`src/rtl/qp_bus_rx.sv`:
```
module qp_bus_rx #(
  parameter int GRP_W  = 16,
  parameter int GROUPS = 4,
  parameter int PHASES = 4
) (
  input  logic                             clk,
  input  logic                             rst_n,
  input  logic                             cc_last,
  input  logic                             drdy_n,
  input  logic                             dbsy_n,
  input  logic [GROUPS-1:0]                stb_n,
  input  logic [GROUPS-1:0]                inv_n,
  input  logic [GROUPS-1:0]                par_n,
  input  logic [GRP_W*GROUPS-1:0]          d_n,
  output logic [GRP_W*GROUPS*PHASES-1:0]   word_out,
  output logic                             word_vld,
  output logic [PHASES*GROUPS-1:0]         perr,
  output logic                             frame_err,
  output logic                             burst_end
);
  localparam int BUS_W  = GRP_W * GROUPS;
  localparam int WORD_W = BUS_W * PHASES;
  localparam int PE_W   = PHASES * GROUPS;
  localparam int CNT_W  = $clog2(PHASES + 2);

  logic              win;
  logic [WORD_W-1:0] asm_d;
  logic [PE_W-1:0]   pe_d;
  logic [GROUPS-1:0] cnt_ok;

  assign win = cc_last && !drdy_n;

  for (genvar g = 0; g < GROUPS; g++) begin : gl
    logic [GRP_W-1:0] rx, fixed;
    logic             hit, bad;
    logic [CNT_W-1:0] cnt, cnt_nx;

    assign rx     = ~d_n[g*GRP_W +: GRP_W];
    assign hit    = ~stb_n[g];
    assign bad    = (^rx) ^ ~par_n[g];
    assign fixed  = inv_n[g] ? rx : ~rx;
    assign cnt_nx = (hit && cnt != CNT_W'(PHASES + 1)) ? cnt + 1'b1 : cnt;
    assign cnt_ok[g] = (cnt_nx == CNT_W'(PHASES));

    always_ff @(posedge clk) begin
      if (!rst_n || cc_last) cnt <= '0;
      else                   cnt <= cnt_nx;
    end

    for (genvar p = 0; p < PHASES; p++) begin : ph
      logic             take, pe_q;
      logic [GRP_W-1:0] slot_q;

      assign take = hit && (cnt == CNT_W'(p));
      assign asm_d[p*BUS_W + g*GRP_W +: GRP_W] = take ? fixed : slot_q;
      assign pe_d[p*GROUPS + g] = take ? bad : pe_q;

      always_ff @(posedge clk) begin
        if (!rst_n || cc_last) begin
          slot_q <= '0;
          pe_q   <= 1'b0;
        end else begin
          slot_q <= asm_d[p*BUS_W + g*GRP_W +: GRP_W];
          pe_q   <= pe_d[p*GROUPS + g];
        end
      end
    end
  end

  always_ff @(posedge clk) begin
    if (!rst_n) begin
      word_out  <= '0;
      word_vld  <= 1'b0;
      perr      <= '0;
      frame_err <= 1'b0;
      burst_end <= 1'b0;
    end else begin
      word_vld  <= win;
      perr      <= win ? pe_d : '0;
      frame_err <= win && !(&cnt_ok);
      burst_end <= win && dbsy_n;
      if (win) word_out <= asm_d;
    end
  end

  a_r6_valid_needs_window: assert property (@(posedge clk) disable iff (!rst_n)
    word_vld |-> $past(cc_last && !drdy_n));
  a_r6_hold_when_idle: assert property (@(posedge clk) disable iff (!rst_n)
    !(cc_last && !drdy_n) |=> $stable(word_out));
  a_r5_perr_only_valid: assert property (@(posedge clk) disable iff (!rst_n)
    (|perr) |-> word_vld);
  a_r7_frame_only_valid: assert property (@(posedge clk) disable iff (!rst_n)
    frame_err |-> word_vld);
  a_r8_burst_only_valid: assert property (@(posedge clk) disable iff (!rst_n)
    burst_end |-> word_vld);
  a_r6_single_pulse: assert property (@(posedge clk) disable iff (!rst_n)
    word_vld && !(cc_last && !drdy_n) |=> !word_vld);
endmodule

```
`config.mk`:
```
export PLATFORM = sky130hd
export DESIGN_NAME = qp_bus_rx
export DESIGN_NICKNAME = d
export VERILOG_FILES = /design/src/rtl/qp_bus_rx.sv
export SDC_FILE = /design/constraint.sdc
export NUM_CORES = 1
export LEC_CHECK = 0
export ABC_AREA = 0
export BUFFER_PORTS_ARGS = -buffer_cell sky130_fd_sc_hd__buf_4
export CORE_MARGIN = 3
export CORE_UTILIZATION = 52
export DETAILED_ROUTE_END_ITERATION = 10
export PLACE_DENSITY = 0.79
export REMOVE_ABC_BUFFERS = 1
export SLEW_MARGIN = 15
export SYNTH_ARGS = -nofsm -noshare
export SYNTH_HDL_FRONTEND = slang
export SYNTH_SLANG_ARGS = --single-unit
export TNS_END_PERCENT = 30
```
`constraint.sdc`:
```
create_clock -name clk -period 1.96 [get_ports clk]
set_input_delay 0.294 -clock clk [delete_from_list [all_inputs] [get_ports clk]]
set_output_delay 0.294 -clock clk [all_outputs]
set_load 0.005 [all_outputs]
```
==> impl_metrics.csv <==
group,metric,value,unit
status,run_status,"finished clean",
clock_tree,htree_levels,2,
clock_tree,path_clk_slew,0.06,ns
timing,finalSetupViolations,0,
hold_path,min-delay-start,"stb_n[1]",
hold_path,hold_depth,3,
detailed_routing,firstDrtPassIters,5,
pwr,p_per_area,928,nW/um^2
yosys,async_flop_share,0,%
place,port_buffers,355,
detailed_routing,route.detailed.drc,0,
final_layout,syn_to_final_growth,24.2,%
yosys,synth_compound_area_share,13.7,%
yosys,synthSimpleGateAreaFrac,22.8,%
yosys,synth_area_leader_cell,"dfxtp_1",
global_routing,grt_pass1_wl,87.1,mm
yosys,syn-instance-count,2558,
final_layout,fill_cells,3194,
clock_tree,clockBufferDepth,3,
global_routing,grt_pass1_vias,17200,
setup_path,worstPathMaxFanout,16,
detailed_routing,vias,17600,
yosys,syn_area,21300,sq um
yosys,synth_warnings,0,
floorplan,die_h,209,um
yosys,ys_seq_area_share,52.4,%
timing,fin_skew,0.0177,ns
timing,worstMarginPinSlew,0.672,ns
floorplan,start_util,53.2,%
timing,fin_crit,1.84,ns
setup_path,cp.required,2.44,ns
pwr,ir_drop,0.679,mV
clock_tree,cts_root_buffer,"clkbuf_16",
timing,fin_crit_sh,94.0,%
floorplan,io_pins,356,
setup_path,critPathKind,"reg2reg",
place,place_congestion,0.812,
final_layout,finish.utilization,66.1,%
global_routing,overflow,0,
floorplan,fp.coreArea,40100,sq um
global_routing,grt_antenna_before_repair,1,
yosys,yosysTopAreaCellShare,52.4,%
clock_tree,cts_sinks,559,
yosys,synth_seq_cells,559,
pwr,p_switching,5.79,mW
floorplan,row_count,73,
setup_path,rr_worst_depth,7,
yosys,synthMuxAreaShare,0,%
timing,timing.slew.headroom,55.2,%
final_layout,drive_gt1_share,18.0,%
yosys,synth_ff_type,"dfxtp_1",
yosys,synth_top_family_by_area,"simple AND/OR/NAND/NOR gates",
yosys,synthXorXnorAreaFrac,5.81,%
setup_path,reg2reg_to,"word_out[54]$_SDFFE_PN0P_",
detailed_routing,antenna_left,0,
yosys,ys_types,33,
hold_path,holdPathEnd,"gl[1].cnt[2]$_SDFF_PP0_",
yosys,yosys-top-cells-area,"dfxtp_1, o21ai_0, nand2_1",
pwr,p_leak,10.5,nW
global_routing,groute.usage.overall,23.9,%
clock_tree,insertion_delay,0.59,ns
detailed_routing,drtIter0Drc,1033,
place,dp_hpwl,36.3,mm
yosys,synthAdderAreaFrac,1.17,%
setup_path,worstReg2RegStart,"gl[3].cnt[0]$_SDFF_PP0_",
yosys,synth_top_cells_by_count,"dfxtp_1, nand2_1, o21ai_0, nor2_1, and2_1",
place,placed_cell_area,24700,sq um
detailed_routing,wire_per_inst,15.8,um
pwr,power_frac_comb,9.5,%
pwr,p_clk_share,43.1,%
run,maxCapViolCount,0,
yosys,syn_area_per_cell,8.35,sq um
pwr,p_seq_share,47.4,%
yosys,synth.most_common_cell,"dfxtp_1",
yosys,synth_edf_count,0,
detailed_routing,viasPerCell,5.18,
final_layout,final_area,26500,sq um
pwr,power,24.6,mW
floorplan,dieArea,43500,sq um
timing,slew_viol_final,0,
pwr,internal-power,18.8,mW
setup_path,cp-end-kind,"register",
clock_tree,cts_tree,"yes",
setup_path,worst_ep_arrival_time,2.32,ns
pwr,swShare,23.5,%
timing,fmax,543,MHz
timing,hold_violations,0,
final_layout,final_nets,2941,
floorplan,die_x,209,um
setup_path,worst_setup_path_start_kind,"register",
final_layout,antenna_cells,0,
detailed_routing,wirelength,53.8,mm
clock_tree,cts_made_buffers,55,
setup_path,r2r_slack,0.12,ns
hold_path,hold_path.class,"in2reg",
timing,rsz0062_at_grt,"no",
global_routing,grt_max_degree,187,
==> power by group through the flow <==
stage               registers (mW)  logic, mW  clock network (mW)
detailed placement            11.9       2.33                   0
finish                        11.7       2.34                10.6
floorplan                     11.9       1.36                   0
global placement              11.9       2.26                   0
global route                  11.7       2.58                11.2
CTS                           11.7       2.34                10.8
==> how the worst max path moves through the flow <==
| stage | startpoint | end | slack (ns) | cells after the start |
|---|---|---|---|---|
| 3_5_place_dp | d_n[52] | perr[11]$_SDFF_PN0_ | 0.09 | 7 |
| 2_1_floorplan | drdy_n | word_out[0]$_SDFFE_PN0P_ | -7.14 | 3 |
| 5_1_grt | gl[2].cnt[1]$_SDFF_PP0_ | frame_err$_SDFF_PN0_ | 0.005 | 7 |
| 3_3_place_gp | d_n[16] | perr[9]$_SDFF_PN0_ | 0.16 | 6 |
| 6_report | gl[3].cnt[0]$_SDFF_PP0_ | word_out[54]$_SDFFE_PN0P_ | 0.12 | 7 |
| 4_1_cts | gl[3].cnt[0]$_SDFF_PP0_ | word_out[54]$_SDFFE_PN0P_ | 0.12 | 7 |
==> layout by cell type (no fill, tap or decap), types with 11 or more instances in the layout <==
cell       count
nor2_1       352
o21ai_1       13
a211oi_1      32
dfxtp_1      559
clkbuf_16     57
and2_1       256
o21ai_0      439
buf_4        381
nand2_1      448
a21oi_1       71
clkbuf_1      11
xnor2_1      115
clkbuf_8      12
clkinv_2      11
ha_1          20
buf_12        25
nor3b_4       12
inv_1         16
==> final cells by class <==
class / count / area (sq um) / area share, %
Sequential cell: 559 / 11200 / 42.2
Multi-Input combinational cell: 1800 / 9380 / 35.4
Timing Repair Buffer: 408 / 3380 / 12.8
Clock buffer: 80 / 1630 / 6.16
Tap cell: 525 / 657 / 2.48
Clock inverter: 18 / 201 / 0.760
Inverter: 16 / 60.1 / 0.227
==> worst max-delay path: stages (launching register included) <==
cell and delay (ns):
dfxtp_1 0.43, inv_1 0.11, ha_1 0.23, nor3b_4 0.16, buf_4 0.19, o21ai_0 0.30, o21ai_0 0.15, and2_1 0.17
==> cell families after synthesis <==
family                     count (synthesis)
adders and majority gates                 20
AOI/OAI and AO/OA                        565
DFF                                      559
and+or+nand+nor                         1087
buffers and inverters                    199
xor gates and xnor gates                 128
==> sequential cells by signal (all words and copies together), names as in the netlist <==
name / flops
gl.ph.slot_q: 256
word_out: 256
gl.ph.pe_q: 16
perr: 16
gl.cnt: 12
burst_end: 1
frame_err: 1
word_vld: 1
==> metrics by stage <==
stage          std cells  hold WS, ns  setup WS (ns)  setup TNS [ns]
2_1_floorplan       2375        0.416          -7.14        -2842.51
3_3_place_gp        3307        0.451          0.163               0
3_5_place_dp        3307        0.462         0.0861               0
4_1_cts             3406        0.100          0.117               0
5_1_grt             3406        0.137        0.00489               0
6_report            3406        0.125          0.118               0
==> layer usage <==
metal | vias up | GRT usage (%) | part of all wire, %
met3 | 92 | 4.35 | 6.3
li1 | 8792 | - | -
met1 | 8263 | 31.0 | 43
met2 | 491 | 40.9 | 48
met5 | - | 0 | 0.033
met4 | 2 | 7.64 | 2.5
==> what timing repair did <==
action                                  CTS  global route
setup buffers                             0             0
hold buffers                              1             0
gates resized for setup                   0             3
endpoints found under the hold margin     1             0
endpoints found under the setup margin    0             3
No activity file was read; power rests on OpenSTA's default activity.
